==> src/rtl/padcfg_pkg.sv <==
package padcfg_pkg;

  localparam int CFG_W  = 13;
  localparam int DM_W   = 3;

  // Word layout, MSB first on the serial line
  typedef struct packed {
    logic            own;     // 12
    logic            oeb;     // 11
    logic            hold;    // 10
    logic            indis;   // 9
    logic            ibm;     // 8
    logic            aen;     // 7
    logic            asel;    // 6
    logic            apol;    // 5
    logic            slow;    // 4
    logic            vtrip;   // 3
    logic [DM_W-1:0] dm;      // 2:0
  } pad_cfg_t;

  function automatic pad_cfg_t cfg_default(input logic [DM_W-1:0] dm,
                                           input logic oeb);
    pad_cfg_t c;
    c       = '0;
    c.own   = 1'b1;
    c.oeb   = oeb;
    c.dm    = dm;
    return c;
  endfunction

endpackage

==> src/rtl/pad_cfg_shift.sv <==
module pad_cfg_shift
  import padcfg_pkg::*;
#(
  parameter pad_cfg_t INIT = '0
) (
  input  logic     clk,
  input  logic     rst_n,
  input  logic     shift_en,
  input  logic     load,
  input  logic     sin,
  output logic     sout,
  output pad_cfg_t cfg
);

  logic [CFG_W-1:0] sr_q;
  pad_cfg_t         shadow_q;

  always_ff @(posedge clk) begin
    if (!rst_n) begin
      sr_q     <= INIT;
      shadow_q <= INIT;
    end else begin
      if (load)
        shadow_q <= pad_cfg_t'(sr_q);
      if (shift_en)
        sr_q <= {sr_q[CFG_W-2:0], sin};
    end
  end

  assign sout = sr_q[CFG_W-1];
  assign cfg  = shadow_q;

endmodule

==> src/rtl/pad_route.sv <==
module pad_route #(
  parameter bit FULL_BIDIR = 1'b0
) (
  input  logic clk,
  input  logic rst_n,
  input  logic own,
  input  logic cfg_oeb,
  input  logic mgmt_out,
  input  logic mgmt_oeb,
  input  logic user_out,
  input  logic user_oeb,
  input  logic pad_in,
  output logic pad_out,
  output logic pad_oeb,
  output logic mgmt_in,
  output logic user_in
);

  logic mgmt_oe_sel;
  logic nxt_out;
  logic nxt_oeb;

  // Selectable pads take the stored enable; full bidirectional pads take management's
  assign mgmt_oe_sel = FULL_BIDIR ? mgmt_oeb : cfg_oeb;

  always_comb begin
    if (own) begin
      nxt_out = mgmt_out;
      nxt_oeb = mgmt_oe_sel;
    end else begin
      nxt_out = user_out;
      nxt_oeb = user_oeb;
    end
  end

  always_ff @(posedge clk) begin
    if (!rst_n) begin
      pad_out <= 1'b0;
      pad_oeb <= 1'b1;
      mgmt_in <= 1'b0;
      user_in <= 1'b0;
    end else begin
      pad_out <= nxt_out;
      pad_oeb <= nxt_oeb;
      mgmt_in <= pad_in;
      user_in <= pad_in;
    end
  end

endmodule

==> src/rtl/pad_ctrl_cell.sv <==
module pad_ctrl_cell
  import padcfg_pkg::*;
#(
  parameter pad_cfg_t INIT       = '0,
  parameter bit       FULL_BIDIR = 1'b0
) (
  input  logic     clk,
  input  logic     rst_n,
  input  logic     shift_en,
  input  logic     load,
  input  logic     sin,
  output logic     sout,
  input  logic     mgmt_out,
  input  logic     mgmt_oeb,
  output logic     mgmt_in,
  input  logic     user_out,
  input  logic     user_oeb,
  output logic     user_in,
  input  logic     pad_in,
  output logic     pad_out,
  output logic     pad_oeb,
  output pad_cfg_t cfg
);

  pad_cfg_t cfg_w;

  pad_cfg_shift #(.INIT(INIT)) u_shift (
    .clk      (clk),
    .rst_n    (rst_n),
    .shift_en (shift_en),
    .load     (load),
    .sin      (sin),
    .sout     (sout),
    .cfg      (cfg_w)
  );

  pad_route #(.FULL_BIDIR(FULL_BIDIR)) u_route (
    .clk      (clk),
    .rst_n    (rst_n),
    .own      (cfg_w.own),
    .cfg_oeb  (cfg_w.oeb),
    .mgmt_out (mgmt_out),
    .mgmt_oeb (mgmt_oeb),
    .user_out (user_out),
    .user_oeb (user_oeb),
    .pad_in   (pad_in),
    .pad_out  (pad_out),
    .pad_oeb  (pad_oeb),
    .mgmt_in  (mgmt_in),
    .user_in  (user_in)
  );

  assign cfg = cfg_w;

endmodule

==> src/rtl/pad_ctrl_chain.sv <==
module pad_ctrl_chain
  import padcfg_pkg::*;
#(
  parameter int          NUM_PADS        = 4,
  parameter int          NUM_BIDIR       = 2,
  parameter logic [2:0]  BIDIR_DM_INIT   = 3'b110,
  parameter logic        BIDIR_OENB_INIT = 1'b0,
  parameter logic [2:0]  IN_DM_INIT      = 3'b001,
  parameter logic        IN_OENB_INIT    = 1'b1
) (
  input  logic                  clk,
  input  logic                  ld_rst_n,
  input  logic                  shift_en,
  input  logic                  ser_in,
  input  logic                  load,
  output logic                  ser_out,
  input  logic [NUM_PADS-1:0]   mgmt_out,
  input  logic [NUM_PADS-1:0]   mgmt_oeb,
  output logic [NUM_PADS-1:0]   mgmt_in,
  input  logic [NUM_PADS-1:0]   user_out,
  input  logic [NUM_PADS-1:0]   user_oeb,
  output logic [NUM_PADS-1:0]   user_in,
  input  logic [NUM_PADS-1:0]   pad_in,
  output logic [NUM_PADS-1:0]   pad_out,
  output logic [NUM_PADS-1:0]   pad_oeb,
  output logic [NUM_PADS-1:0]   pad_inp_dis,
  output logic [NUM_PADS-1:0]   pad_ib_mode,
  output logic [NUM_PADS-1:0]   pad_vtrip,
  output logic [NUM_PADS-1:0]   pad_slow,
  output logic [NUM_PADS-1:0]   pad_holdover,
  output logic [NUM_PADS-1:0]   pad_ana_en,
  output logic [NUM_PADS-1:0]   pad_ana_sel,
  output logic [NUM_PADS-1:0]   pad_ana_pol,
  output logic [DM_W*NUM_PADS-1:0] pad_dm
);

  logic [NUM_PADS:0]   link;
  logic [NUM_PADS-1:0] own_vec;
  logic [NUM_PADS-1:0] cfg_oeb_vec;

  assign link[0] = ser_in;
  assign ser_out = link[NUM_PADS];

  for (genvar i = 0; i < NUM_PADS; i++) begin : g_pad
    localparam bit       IS_BIDIR = (i < NUM_BIDIR);
    localparam pad_cfg_t INIT_W   = IS_BIDIR ? cfg_default(BIDIR_DM_INIT, BIDIR_OENB_INIT)
                                             : cfg_default(IN_DM_INIT, IN_OENB_INIT);
    pad_cfg_t cfg;

    pad_ctrl_cell #(.INIT(INIT_W), .FULL_BIDIR(IS_BIDIR)) u_cell (
      .clk      (clk),
      .rst_n    (ld_rst_n),
      .shift_en (shift_en),
      .load     (load),
      .sin      (link[i]),
      .sout     (link[i+1]),
      .mgmt_out (mgmt_out[i]),
      .mgmt_oeb (mgmt_oeb[i]),
      .mgmt_in  (mgmt_in[i]),
      .user_out (user_out[i]),
      .user_oeb (user_oeb[i]),
      .user_in  (user_in[i]),
      .pad_in   (pad_in[i]),
      .pad_out  (pad_out[i]),
      .pad_oeb  (pad_oeb[i]),
      .cfg      (cfg)
    );

    assign own_vec[i]               = cfg.own;
    assign cfg_oeb_vec[i]           = cfg.oeb;
    assign pad_holdover[i]          = cfg.hold;
    assign pad_inp_dis[i]           = cfg.indis;
    assign pad_ib_mode[i]           = cfg.ibm;
    assign pad_ana_en[i]            = cfg.aen;
    assign pad_ana_sel[i]           = cfg.asel;
    assign pad_ana_pol[i]           = cfg.apol;
    assign pad_slow[i]              = cfg.slow;
    assign pad_vtrip[i]             = cfg.vtrip;
    assign pad_dm[DM_W*i +: DM_W]   = cfg.dm;
  end

endmodule

==> config.mk <==
export PLATFORM = sky130hd
export DESIGN_NAME = pad_ctrl_chain
export DESIGN_NICKNAME = d
export VERILOG_FILES = /design/src/rtl/padcfg_pkg.sv /design/src/rtl/pad_cfg_shift.sv /design/src/rtl/pad_route.sv /design/src/rtl/pad_ctrl_cell.sv /design/src/rtl/pad_ctrl_chain.sv
export SDC_FILE = /design/constraint.sdc
export NUM_CORES = 1
export LEC_CHECK = 0
export ABC_AREA = 1
export BUFFER_PORTS_ARGS = -buffer_cell sky130_fd_sc_hd__buf_4
export CAP_MARGIN = 5
export CORE_MARGIN = 2
export CORE_UTILIZATION = 57
export CTS_BUF_LIST = sky130_fd_sc_hd__clkbuf_8
export DETAILED_ROUTE_END_ITERATION = 10
export GPL_TIMING_DRIVEN = 0
export HOLD_SLACK_MARGIN = 0.12
export PLACE_DENSITY = 0.82
export REMOVE_ABC_BUFFERS = 1
export SLEW_MARGIN = 5
export SYNTH_ARGS = -nofsm -noshare
export SYNTH_HDL_FRONTEND = slang
export SYNTH_HIERARCHICAL = 1
export SYNTH_SLANG_ARGS = --single-unit
==> constraint.sdc <==
create_clock -name clk -period 0.8 [get_ports clk]
set_input_delay 0.04 -clock clk [delete_from_list [all_inputs] [get_ports clk]]
set_output_delay 0.04 -clock clk [all_outputs]
set_load 0.05 [all_outputs]
==> metrics.md, run 1 <==
| Metric | Value |
|---|---|
| Fin worst setup slack | -0.160 ns |
| Leakage | 0.00307 uW |
| Clk_skew | 0.0102 ns |
| RSZ-0062 raised after global routing | true |
| Synth warn | 6 |
| Power density over the cells | 2290 mW/mm^2 |
| Failing checks | negative setup slack |
| Startpoint Class | flop |
| CTS Root Cell | clkbuf_8 |
| Core area | 0.00761 sq mm |
| Type of the worst setup path | reg2out |
| Drt first pass iters | 4 |
| Top delay family on crit path | flip-flops |
| CTS sink cnt | 114 |
| Arr. time, crit path | 0.92 ns |
| Worst-Margin Slew | 0.801 ns |
| Setup WS pre-CTS | -0.476 ns |
| Post-DP HPWL | 4.70 mm |
| Clk_lat worst skew | 0.41 ns |
| Iteration-0 DRC count of the detailed router | 198 |
| Clock slew at reported path FFs | 0.07 ns |
| Starting Density | 0.581 |
| CP peak stage delay | 0.37 ns |
| Die height | 92.1 um |
| FILL cells | 532 |
| Final min period | 0.960 ns |
| Die width | 92.1 um |
| Max FO, Critical Path | 2 |
| Final hold viol count | 0 |
| CP bufs+invs | 1 |
| Share of layout cells above drive strength 1 | 0.248 |
| IO buf count | 83 |
| Grt ovf | 0 |
| Slowest-stage cell, CP | dfxtp_4 |
| Final setup fails | 61 |
| ANT cells | 0 |
| Hold Crit Depth | 3 |
| Achievable clock frequency | 1.04 GHz |
| Num CTS Buffers | 17 |
| Detailed-route DRC error count | 0 |
| Gate Count Post-Synth | 626 |
| Max Cap Viol | 0 |
| Total Neg Setup Slack | -8.35 ns |
| CP endpoint kind | output pin |
| Outcome | finished with violations |
| Clock buffer depth | 2 |
| Vias post-DR | 3,854 |
| Worst Path Required | 0.76 ns |
| Initial antenna violation count | 0 |
| Class of the worst hold path | in2reg |
| Hold WS | 0.100 ns |
| Die area | 0.00847 sq mm |
| Vias per cell | 4.61 |
| Placer Congestion | 0.734 |
| Multi-input logic area | 0.00160 sq mm |
| Drt wl/cell | 11.0 um |
| Vias in the first global route | 3,581 |
| Num ports | 86 |
| Pwr Total | 13,600 uW |
| Worst IR Drop VDD | 0.00178 V |
| Final wirelength | 9.18 mm |
| Tcrit/Tclk final | 1.20 |
| Antenna-violating nets left | 0 |
| First-pass GRT wire length | 15.3 mm |
| Critical-path cell list | buf_8 |
| Std cell rows | 32 |
| Net count, final | 747 |
| Total stage count of the critical path | 1 |
| Sequential cell area | 0.00236 sq mm |
| Area added between synthesis and finish | 34.5% |
| Slew Limit Fails | 0 |
| Syn Std Cell Area | 0.00442 sq mm |
| Total track usage | 0.224 |
| CTS tree | built |
| Synth Area per Inst | 7.06 sq um |
| H-tree depth | 4 |
| Slew margin rel. | 0.466 |
| Largest net degree at the start of global routing | 115 |
| Reg2Reg Depth | 3 |
[worst paths after layout]
path	from	end	slack, ns
min reg2reg	g_pad[3].u_cell/u_shift/sr_q[3]$_SDFFE_PN0P_	g_pad[3].u_cell/u_shift/sr_q[3]$_SDFFE_PN0P_	0.47
max	g_pad[3].u_cell/u_route/user_in$_SDFF_PN0_	user_in[3]	-0.16
min	load	g_pad[3].u_cell/u_shift/cfg[2]$_SDFFE_PN0P_	0.10
max reg2reg	g_pad[3].u_cell/u_shift/sr_q[12]$_SDFFE_PN1P_	g_pad[3].u_cell/u_shift/cfg[12]$_SDFFE_PN1P_	0.02
[through the flow]
| stage | utilization | cells | cell area, sq um |
|---|---|---|---|
| after floorplan | - | 594 | 4120 |
| after global placement | 0.640 | 779 | 4870 |
| after detailed placement | 0.640 | 779 | 4870 |
| after CTS | 0.768 | 833 | 5840 |
| after global routing | 0.781 | 836 | 5940 |
| final | 0.781 | 836 | 5940 |
[state kept, by name, indices dropped and copies added (netlist names)]
signal / flops
g_pad.u_cell/u_shift/cfg: 50
g_pad.u_cell/u_shift/sr_q: 52
g_pad.u_cell/u_route/pad_oeb: 4
g_pad.u_cell/u_route/pad_out: 4
g_pad.u_cell/u_route/user_in: 4
[cell usage in the layout, fill, tap and decap left out, drive strengths merged]
master / instances
nand3: 28
nand2: 224
clkbuf: 20
nor2: 164
clkinv: 5
dfxtp: 114
clkinvlp: 4
dlygate4sd3: 19
inv: 65
bufinv: 1
buf: 90
[cell type report]
cell class	count	area share
Tap cell	102	0.0215
Multi-Input combinational cell	416	0.270
Sequential cell	114	0.397
Inverter	64	0.0404
Timing Repair Buffer	109	0.210
Clock buffer	20	0.0463
Clock inverter	11	0.0150
[power by group]
part / total (uW) / switching (uW) / internal, uW
clock network: 4830 / 2190 / 2640
logic: 2400 / 1460 / 941
registers: 6390 / 279 / 6110
[routing by layer]
metal	part of all wire	track usage
met5	0	0
met4	0.015	0.0896
met3	0.039	0.0575
met2	0.53	0.407
met1	0.41	0.249
[timing repair]
| item | CTS | global route |
|---|---|---|
| endpoints found under the setup margin | 68 | 68 |
| hold buffers | 19 | 0 |
| pin swaps | 0 | 1 |
| hold endpoints to repair | 13 | 0 |
| gates resized for setup | 142 | 23 |
| setup buffers | 4 | 3 |
(Power assumes the default switching activity.)
==> inputs of run 2 (changes only) <==
--- a/config.mk
+++ b/config.mk
@@ -8,13 +8,15 @@
 export ABC_AREA = 1
 export BUFFER_PORTS_ARGS = -buffer_cell sky130_fd_sc_hd__buf_4
 export CAP_MARGIN = 5
+export CELL_PAD_IN_SITES_DETAIL_PLACEMENT = 0
+export CELL_PAD_IN_SITES_GLOBAL_PLACEMENT = 1
 export CORE_MARGIN = 2
-export CORE_UTILIZATION = 57
+export CORE_UTILIZATION = 40
 export CTS_BUF_LIST = sky130_fd_sc_hd__clkbuf_8
 export DETAILED_ROUTE_END_ITERATION = 10
 export GPL_TIMING_DRIVEN = 0
 export HOLD_SLACK_MARGIN = 0.12
-export PLACE_DENSITY = 0.82
+export PLACE_DENSITY_LB_ADDON = 0.1
 export REMOVE_ABC_BUFFERS = 1
 export SLEW_MARGIN = 5
 export SYNTH_ARGS = -nofsm -noshare
==> run 2 against run 1 <==
  * Maximum frequency fell by 1.8%
  * The flow still finishes with violations (negative setup slack)
  * Final cell count rose by 4.8%
  * Count of clock-buffer cells in the layout fell by 2
  * Utilization fell by 21 points
  * Critical path type unchanged
  * Die area rose by 41%
  * Non-clock buffer count rose by 1
  * Critical path depth did not move
  * Sequential share of layout area fell by 1.4 points
  * Cell area rose by 3.5%
  * First-iteration DRC count fell by 13%
  * Global-route usage fell by 6.6 points
  * Worst hold slack improved by 0.024 ns
==> metrics.md, run 2 (synthesized netlist as in run 1, its figures left out) <==
| Metric | Value |
|---|---|
| Startpoint Class | flop |
| Worst Path Required | 0.76 ns (about the same) |
| R2r setup slk | 0.05 ns (+0.03 ns) |
| ANT cells | 0 (unchanged) |
| Core area | 0.0108 sq mm (+42%) |
| FILL cells | 1,045 (+96%) |
| Most frequent cells in the layout | nand2_1 (224), nor2_1 (164), inv_1 (64) |
| Die height | 109 um (+19%) |
| Outcome | finished with violations |
| Std cell rows | 38 (+19%) |
| Slew Limit Fails | 0 (unchanged) |
| Fin worst setup slack | -0.177 ns (-0.0178 ns) |
| Failing checks | negative setup slack |
| Layout Utilization | 0.570 (-0.211) |
| Clock buffer depth | 2 (unchanged) |
| IO buf count | 83 (unchanged) |
| Drt first pass iters | 6 (+2) |
| Hold WS | 0.124 ns (+0.0239 ns) |
| Initial antenna violation count | 0 (unchanged) |
| Vias post-DR | 3,755 (-2.6%) |
| Final min period | 0.977 ns (+0.0178 ns) |
| Max reg flops | 52 (unchanged) |
| Placer Congestion | 0.695 (-5.4%) |
| Leakage | 0.00313 uW (+2.0%) |
| Die area | 0.0119 sq mm (+41%) |
| Top delay family on crit path | flip-flops |
| Max FO, Critical Path | 2 (unchanged) |
| Sequential cell area | 0.00236 sq mm (about the same) |
| Class of the worst hold path | in2reg |
| Net count, final | 748 (+0.13%) |
| Type of the worst setup path | reg2out |
| Worst-Margin Slew | 0.848 ns (+0.0467 ns) |
| CTS sink cnt | 114 (unchanged) |
| Setup WS pre-CTS | -0.513 ns (-0.0363 ns) |
| Area added between synthesis and finish | 39.2% |
| Slew margin rel. | 0.435 (-0.0311) |
| Hold Path Sink | g_pad[3].u_cell/u_shift/cfg[0]$_SDFFE_PN1P_ |
| RSZ-0062 raised after global routing | true |
| H-tree depth | 4 (unchanged) |
| Iteration-0 DRC count of the detailed router | 173 (-13%) |
| Final hold viol count | 0 (unchanged) |
| Tcrit/Tclk final | 1.22 (+0.0223) |
| Detailed-route DRC error count | 0 (unchanged) |
| Vias per cell | 4.29 (-7.0%) |
| Drt wl/cell | 10.1 um (-7.8%) |
| CP peak stage delay | 0.37 ns (about the same) |
| Final setup fails | 61 (unchanged) |
| Grt ovf | 0 (unchanged) |
| CTS Root Cell | clkbuf_8 |
| CP endpoint kind | output pin |
| Reg2reg start | g_pad[3].u_cell/u_shift/sr_q[12]$_SDFFE_PN1P_ |
| CTS tree | built |
| Area post-placement | 0.00492 sq mm (+0.98%) |
| CP bufs+invs | 1 (unchanged) |
| Critical path launch point | g_pad[0].u_cell/u_route/user_in$_SDFF_PN0_ |
| Share of layout cells above drive strength 1 | 0.249 (+0.000685) |
| Final wirelength | 8.87 mm (-3.4%) |
| Post-DP HPWL | 4.69 mm (-0.18%) |
| Starting Density | 0.409 (-0.171) |
| Commonest non-fill, non-tap cell in the layout | nand2_1 |
| Hold Crit Depth | 3 (unchanged) |
| Clk_skew | 0.00584 ns (-0.00440 ns) |
| Min-delay src | load |
| Clock slew at reported path FFs | 0.07 ns (about the same) |
| Num ports | 86 (unchanged) |
| Vias in the first global route | 3,409 (-4.8%) |
| Total track usage | 0.158 (-0.0659) |
| Clk_lat worst skew | 0.42 ns (about the same) |
| Reg2Reg Depth | 3 (unchanged) |
| Largest Register | g_pad.u_cell/u_shift/sr_q |
| Slowest-stage cell, CP | dfxtp_4 |
| Achievable clock frequency | 1.02 GHz (-1.8%) |
| Inst Count DP | 817 (+4.9%) |
| Num CTS Buffers | 17 (unchanged) |
| Multi-input logic area | 0.00160 sq mm (unchanged) |
| Final Instance Count excl. Fillers | 876 (+4.8%) |
| Max Cap Viol | 0 (unchanged) |
| FF-to-FF End | g_pad[3].u_cell/u_shift/cfg[12]$_SDFFE_PN1P_ |
| Largest net degree at the start of global routing | 115 (unchanged) |
| Power density over the cells | 2470 mW/mm^2 (+8.0%) |
| Die width | 109 um (+19%) |
| Arr. time, crit path | 0.94 ns (+0.02 ns) |
| Critical-path cell list | buf_8 |
| Post-route cell area | 0.00615 sq mm (+3.5%) |
| Antenna-violating nets left | 0 (unchanged) |
| First-pass GRT wire length | 14.7 mm (-3.7%) |
| Worst IR Drop VDD | 0.00122 V (-32%) |
[run 2: cell count changes in the layout (fill, tap and decap cells not counted), sizes merged]
cell,delta
bufinv,+5
clkinv,-3
clkbuf,-2
clkinvlp,+2
buf,+1
inv,-1
[run 2: final cells by class]
class | count | share of cell area
flip-flops and latches | 114 | 0.383
multi-input cells | 416 | 0.260
repair buffers | 110 | 0.210
clock buffers | 18 | 0.0403
inverters | 64 | 0.0390
clock inverters | 14 | 0.0382
well taps | 140 | 0.0285
[run 2: repair_timing]
item / in CTS / in global routing
resized for setup: 143 / 30
hold buffers: 19 / 0
endpoints found under the hold margin: 15 / 0
setup buffers: 5 / 3
setup endpoints to repair: 102 / 64
[run 2: through the flow]
step / TNS (ns) / power, uW
floorplan: -2.86 / 7710
global placement: -50.84 / 8420
detailed placement: -53.06 / 8460
CTS: -11.65 / 15300
global route: -12.11 / 16000
finish: -9.32 / 15200
[run 2: how the worst max path moves through the flow]
stage / cells past startpoint / slack (ns) / endpoint
2_1_floorplan: 0 / -0.15 / mgmt_in[0]
3_3_place_gp: 4 / -0.51 / g_pad[2].u_cell/u_shift/cfg[0]$_SDFFE_PN1P_
3_5_place_dp: 4 / -0.51 / g_pad[2].u_cell/u_shift/sr_q[11]$_SDFFE_PN1P_
4_1_cts: 1 / -0.21 / mgmt_in[1]
5_1_grt: 1 / -0.22 / mgmt_in[0]
6_report: 1 / -0.18 / mgmt_in[0]
[run 2: metal layers]
layer | GRT usage | vias to the layer above | share of wire
met2 | 0.260 | 69 | 0.47
li1 | - | 2027 | -
met5 | 0 | - | 0
met4 | 0.0897 | 0 | 0.020
met3 | 0.0496 | 14 | 0.045
met1 | 0.182 | 1645 | 0.46
[run 2: report_power, final]
part	internal, uW	switching [uW]	total (uW)
registers	6100	272	6380
logic	972	1430	2400
clock network	4090	2350	6440
